`src/rtl/fiqsel_pkg.sv`:
```
package fiqsel_pkg;
    typedef enum logic [1:0] {
        ST_OFF   = 2'd0,
        ST_ROUTE = 2'd1,
        ST_PARK  = 2'd2
    } fiq_state_e;
endpackage

```
`src/rtl/fiqsel_regs.sv`:
```
module fiqsel_regs #(
    parameter int ADDR_W   = 8,
    parameter int DATA_W   = 32,
    parameter int IDX_W    = 7,
    parameter int CTRL_OFS = 12
) (
    input  logic              clk,
    input  logic              rst_n,
    input  logic [ADDR_W-1:0] bus_addr,
    input  logic              bus_wr,
    input  logic [DATA_W-1:0] bus_wdata,
    output logic [DATA_W-1:0] bus_rdata,
    output logic              ctrl_hit_wr,
    output logic              ctrl_en,
    output logic [IDX_W-1:0]  ctrl_idx
);
    localparam int EN_BIT = IDX_W;
    localparam int PAD_W  = DATA_W - IDX_W - 1;
    localparam logic [ADDR_W-1:0] OFS = ADDR_W'(CTRL_OFS);

    logic addr_hit;
    logic unused_wdata_hi;

    assign addr_hit        = (bus_addr == OFS);
    assign ctrl_hit_wr     = bus_wr && addr_hit;
    assign unused_wdata_hi = ^bus_wdata[DATA_W-1:EN_BIT+1];

    always_ff @(posedge clk) begin
        if (!rst_n) begin
            ctrl_en  <= 1'b0;
            ctrl_idx <= '0;
        end else if (ctrl_hit_wr) begin
            ctrl_en  <= bus_wdata[EN_BIT];
            ctrl_idx <= bus_wdata[IDX_W-1:0];
        end
    end

    always_comb begin
        bus_rdata = '0;
        if (addr_hit) begin
            bus_rdata = {{PAD_W{1'b0}}, ctrl_en, ctrl_idx};
        end
    end
endmodule

```
`src/rtl/fiqsel_mux.sv`:
```
module fiqsel_mux #(
    parameter int B0_N  = 8,
    parameter int B1_N  = 32,
    parameter int B2_N  = 32,
    parameter int IDX_W = 7
) (
    input  logic [B0_N-1:0]  src_bank0,
    input  logic [B1_N-1:0]  src_bank1,
    input  logic [B2_N-1:0]  src_bank2,
    input  logic [IDX_W-1:0] sel_idx,
    output logic             sel_level
);
    localparam int SRC_N = B0_N + B1_N + B2_N;

    logic [SRC_N-1:0] flat;
    logic [SRC_N-1:0] hit;

    // Index order: bank 1 first, then bank 2, then bank 0
    assign flat = {src_bank0, src_bank2, src_bank1};

    for (genvar g = 0; g < SRC_N; g++) begin : g_decode
        assign hit[g] = flat[g] && (sel_idx == IDX_W'(g));
    end

    assign sel_level = |hit;
endmodule

```
`src/rtl/fiqsel_fsm.sv`:
```
module fiqsel_fsm
    import fiqsel_pkg::*;
#(
    parameter int IDX_W = 7,
    parameter int SRC_N = 72
) (
    input  logic             clk,
    input  logic             rst_n,
    input  logic             wr_hit,
    input  logic             new_en,
    input  logic [IDX_W-1:0] new_idx,
    input  logic             sel_level,
    output fiq_state_e       state,
    output logic             fiq_q
);
    localparam logic [IDX_W:0] LIMIT = SRC_N[IDX_W:0];

    fiq_state_e state_nx;
    fiq_state_e wr_target;

    always_comb begin
        if (!new_en) begin
            wr_target = ST_OFF;
        end else if ({1'b0, new_idx} >= LIMIT) begin
            wr_target = ST_PARK;
        end else begin
            wr_target = ST_ROUTE;
        end
    end

    always_comb begin
        state_nx = state;
        unique case (state)
            ST_OFF:   if (wr_hit) state_nx = wr_target;
            ST_ROUTE: if (wr_hit) state_nx = wr_target;
            ST_PARK:  if (wr_hit) state_nx = wr_target;
            default:  state_nx = ST_OFF;
        endcase
    end

    always_ff @(posedge clk) begin
        if (!rst_n) begin
            state <= ST_OFF;
        end else begin
            state <= state_nx;
        end
    end

    always_ff @(posedge clk) begin
        if (!rst_n) begin
            fiq_q <= 1'b0;
        end else begin
            fiq_q <= (state == ST_ROUTE) && sel_level;
        end
    end
endmodule

```
`src/rtl/fiqsel_top.sv`:
```
module fiqsel_top
    import fiqsel_pkg::*;
#(
    parameter int ADDR_W   = 8,
    parameter int DATA_W   = 32,
    parameter int B0_N     = 8,
    parameter int B1_N     = 32,
    parameter int B2_N     = 32,
    parameter int CTRL_OFS = 12
) (
    input  logic              clk,
    input  logic              rst_n,
    input  logic [ADDR_W-1:0] bus_addr,
    input  logic              bus_wr,
    input  logic [DATA_W-1:0] bus_wdata,
    output logic [DATA_W-1:0] bus_rdata,
    input  logic [B0_N-1:0]   src_bank0,
    input  logic [B1_N-1:0]   src_bank1,
    input  logic [B2_N-1:0]   src_bank2,
    output logic              fiq_out
);
    localparam int SRC_N = B0_N + B1_N + B2_N;
    localparam int IDX_W = $clog2(SRC_N);

    logic             ctrl_hit_wr;
    logic             ctrl_en;
    logic [IDX_W-1:0] ctrl_idx;
    logic             sel_level;
    fiq_state_e       state;

    fiqsel_regs #(
        .ADDR_W(ADDR_W), .DATA_W(DATA_W), .IDX_W(IDX_W), .CTRL_OFS(CTRL_OFS)
    ) u_regs (
        .clk(clk), .rst_n(rst_n), .bus_addr(bus_addr), .bus_wr(bus_wr),
        .bus_wdata(bus_wdata), .bus_rdata(bus_rdata),
        .ctrl_hit_wr(ctrl_hit_wr), .ctrl_en(ctrl_en), .ctrl_idx(ctrl_idx)
    );

    fiqsel_mux #(
        .B0_N(B0_N), .B1_N(B1_N), .B2_N(B2_N), .IDX_W(IDX_W)
    ) u_mux (
        .src_bank0(src_bank0), .src_bank1(src_bank1), .src_bank2(src_bank2),
        .sel_idx(ctrl_idx), .sel_level(sel_level)
    );

    fiqsel_fsm #(
        .IDX_W(IDX_W), .SRC_N(SRC_N)
    ) u_fsm (
        .clk(clk), .rst_n(rst_n), .wr_hit(ctrl_hit_wr),
        .new_en(bus_wdata[IDX_W]), .new_idx(bus_wdata[IDX_W-1:0]),
        .sel_level(sel_level), .state(state), .fiq_q(fiq_out)
    );
endmodule

```
`config.mk`:
```
export PLATFORM = sky130hd
export DESIGN_NAME = fiqsel_top
export DESIGN_NICKNAME = d
export VERILOG_FILES = /design/src/rtl/fiqsel_pkg.sv /design/src/rtl/fiqsel_regs.sv /design/src/rtl/fiqsel_mux.sv /design/src/rtl/fiqsel_fsm.sv /design/src/rtl/fiqsel_top.sv
export SDC_FILE = /design/constraint.sdc
export NUM_CORES = 1
export LEC_CHECK = 0
export CORE_UTILIZATION = 35
export DETAILED_ROUTE_END_ITERATION = 7
export DONT_BUFFER_PORTS = 1
export PLACE_DENSITY_LB_ADDON = 0.15
export SLEW_MARGIN = 15
export SYNTH_ARGS = -nofsm -noshare
export SYNTH_HDL_FRONTEND = slang
export SYNTH_SLANG_ARGS = --single-unit
export TNS_END_PERCENT = 50
```
`constraint.sdc`:
```
create_clock -name clk -period 2.5 [get_ports clk]
set_input_delay 0 -clock clk [delete_from_list [all_inputs] [get_ports clk]]
set_output_delay 0 -clock clk [all_outputs]
set_load 0.01 [all_outputs]
```
==> results.md <==
* CP Max Fanout at 16
* Max_cap viols at 0
* Dpl ws at 262 ps
* Avg Cell Area, Syn at 7.33 sq um
* Synth area leaders: dfxtp_1, buf_4, nand3_1, a21oi_1, mux2i_1
* RSZ-0062 raised after global routing: false
* Worst clock skew at 0.645 ps
* GPL Wtd Cong at 0.794
* Peak supply drop at 0.241 mV
* Startpoint types: primary input
* Fraction of registers with async set/reset at 0%
* Leak at 0.603 nW
* CTS buffer count at 3
* # clock sinks at 11
* CTS tree: yes
* Number of antenna diodes at 0
* Gr ovfl total at 0
* CP Capture Type: flip-flop
* Initial antenna violation count at 0
* Endpoints failing setup at 0
* Status: completed
* Highest Clock Rate at 459 MHz
* Worst-Margin Slew at 592 ps
* I/O pin count at 148
* Fin crit period at 2180 ps
* Global-route usage over all layers at 18.7%
* Clock Latency Late Sink at 230 ps
* Vias in the first global route at 1,432
* CP Data Required Time at 2670 ps
* WS Path Type: in2reg
* DIE AREA at 4620 sq um
* Dpl hpwl at 3490 microns
* Worst reg2reg startpoint: u_regs.ctrl_idx[3]
* Die H at 68.0 microns
* Distinct cells, synth at 53
* CTS root buffer: clkbuf_8
* Seq/Total Area, Yosys at 14.4%
* Synth-to-Final Area Change at 11.7%
* Met3 WL at 399 microns
* Reg-to-reg endpoint: u_fsm.fiq_q
* Type of the most critical hold path: in2reg
* Pwr dens at 242 nW/um^2
* Met1 Wirelength at 1740 microns
* CTS HTree Levels at 1
* R2R Setup Slk at 330 ps
* Antenna Violating Nets Remaining at 0
* Ys flop type: dfxtp_1
* Final worst slack at 321 ps
* Final Hold Vio Count at 0
* Post-DR wirelength/cell at 16.8 microns
* Share of the synthesized area in the top cell type at 14.4%
* Period utilisation layout at 87.2%
* Die Wd at 68.0 microns
* Via count at 1,540
* Initial Util at 37.3%
* CORE AREA at 4090 sq um
* Slew headroom at 59.5%
* Setup TNS at 0 ps
* Reg clk slew, reported paths at 50 ps
* DRC violations left at 0
* Postcts setup bufs at 0
* Rows at 23
* Fraction of layout cells with a size suffix above 1 at 11.0%
* Nets@finish at 335
* Detailed Route Iter0 Violations at 83
* Worst EP arrival at 2350 ps
* Routed length on met2 at 2350 microns
* Largest net degree at the start of global routing at 25
* Critical path launch point: bus_addr[5]
* Synth Instances at 208
* Max Slew Vio Count at 0
* Global-route wire length before repair at 6560 microns
* Ys Warns at 0
* Buffers on Ports at 0
* Reg2reg path depth at 7
* Crit path capture: u_regs.ctrl_idx[4]
* Drt pass-1 iters at 4
* Area leader, netlist: dfxtp_1
* Top Metal Used: met4
* Final wirelength at 4530 microns
* Synth Cell Area at 1520 sq um
* Number of synthesized flops with an enable pin at 0
* Drt via density at 5.72
* Clock Tree Buf Depth at 2
* Post-CTS Hold Buffers at 17
* Seq cells post-synth at 11
* Cts repair resizes at 0
==> layer usage <==
metal | vias to the layer above | global-route usage [%]
met4 | 0 | 4.69
met5 | - | 0
met2 | 83 | 36.0
li1 | 740 | -
met1 | 711 | 21.1
met3 | 6 | 2.50
==> Yosys cell counts, types with 2 or more instances <==
master	count
and3_1	8
nor2_1	7
nor2b_1	6
nand3b_1	4
mux2i_1	6
a21oi_1	12
and2_1	8
inv_1	5
o31ai_1	2
a32oi_1	3
clkbuf_1	9
mux4_2	2
a31oi_1	5
nor3_1	4
buf_4	24
o21ai_0	6
nand3_1	15
nand2_1	16
mux2_2	5
o211ai_1	3
a21boi_0	6
and4b_1	3
a221oi_1	2
a21boi_1	2
a311oi_1	2
buf_2	6
dfxtp_1	11
==> cell type report <==
type                            instances  area (sq um)
Inverter                                5          18.8
Clock buffer                            4          45.0
Multi-Input combinational cell        174          1110
Fill cell                             451          2380
Tap cell                               50          62.6
Timing Repair Buffer                   25           243
Sequential cell                        11           220
==> stage by stage <==
step           util, %  instance area (sq um)  cells  hold WS [ps]  power [mW]
3_5_place_dp      36.4                   1490    248           154       0.226
5_1_grt           41.6                   1700    269          99.3       0.431
6_report          41.6                   1700    269          83.6       0.411
2_1_floorplan        -                   1610    231           146       0.253
4_1_cts           41.6                   1700    269          74.7       0.416
3_3_place_gp      36.4                   1490    248           139       0.226
==> power by group <==
group / total (mW) / switching [mW] / internal [mW]
Combinational: 0.0611 / 0.0329 / 0.0282
Sequential: 0.176 / 0.000341 / 0.176
Clock: 0.174 / 0.0624 / 0.112
Total: 0.411 / 0.0956 / 0.316
==> placed cells by master (no fill, tap or decap), types with 2 or more instances in the layout <==
master | Yosys | routed
conb_1 | 1 | 24
dlygate4sd3_1 | 0 | 17
nand2_1 | 16 | 16
nand3_1 | 15 | 15
a21oi_1 | 12 | 12
dfxtp_1 | 11 | 11
and2_1 | 8 | 8
and3_1 | 8 | 8
nor2_1 | 7 | 7
buf_4 | 24 | 7
a21boi_0 | 6 | 6
nor2b_1 | 6 | 6
mux2i_1 | 6 | 6
o21ai_0 | 6 | 6
inv_1 | 5 | 5
a31oi_1 | 5 | 5
mux2_2 | 5 | 5
nor3_1 | 4 | 4
nand3b_1 | 4 | 4
a32oi_1 | 3 | 3
o211ai_1 | 3 | 3
and4b_1 | 3 | 3
clkbuf_8 | 0 | 3
a21boi_1 | 2 | 2
mux4_2 | 2 | 2
a311oi_1 | 2 | 2
o31ai_1 | 2 | 2
a221oi_1 | 2 | 2
==> sequential cells by signal, summed over array words and instances (netlist names) <==
| name | flops |
|---|---|
| u_fsm.state | 2 |
| u_regs.ctrl_en | 1 |
| u_fsm.fiq_q | 1 |
| u_regs.ctrl_idx | 7 |
==> worst min path at each step <==
stage / startpoint / slack (ps) / cells after the start / endpoint
floorplan: bus_wdata[4] / 150 / 2 / u_regs.ctrl_idx[4]
global placement: rst_n / 140 / 1 / u_regs.ctrl_en
detailed placement: rst_n / 150 / 1 / u_regs.ctrl_en
CTS: bus_wdata[7] / 70 / 4 / u_regs.ctrl_en
global route: bus_wdata[7] / 100 / 4 / u_fsm.state[1]
finish: bus_wdata[7] / 80 / 4 / u_regs.ctrl_en
==> cell families (layout without fill, tap and decap cells) <==
group                  count (synthesis)  after routing  share of synthesized area [%]
flip-flops                            11             11                           14.4
multiplexers                          13             13                           10.6
AO/OA/AOI/OAI                         55             55                           25.3
XOR/XNOR                               1              1                          0.575
AND/OR/NAND/NOR                       81             81                           30.6
buffers and inverters                 46             34                           18.2
other                                  1             24                          0.246
==> critical path, cell delays in order <==
cell and delay (ps):
or4_4 520, nor4_4 260, buf_4 240, nand3_1 90, dlygate4sd3_1 560, a21boi_1 120, dlygate4sd3_1 560
No activity file was read; power rests on OpenSTA's default activity.
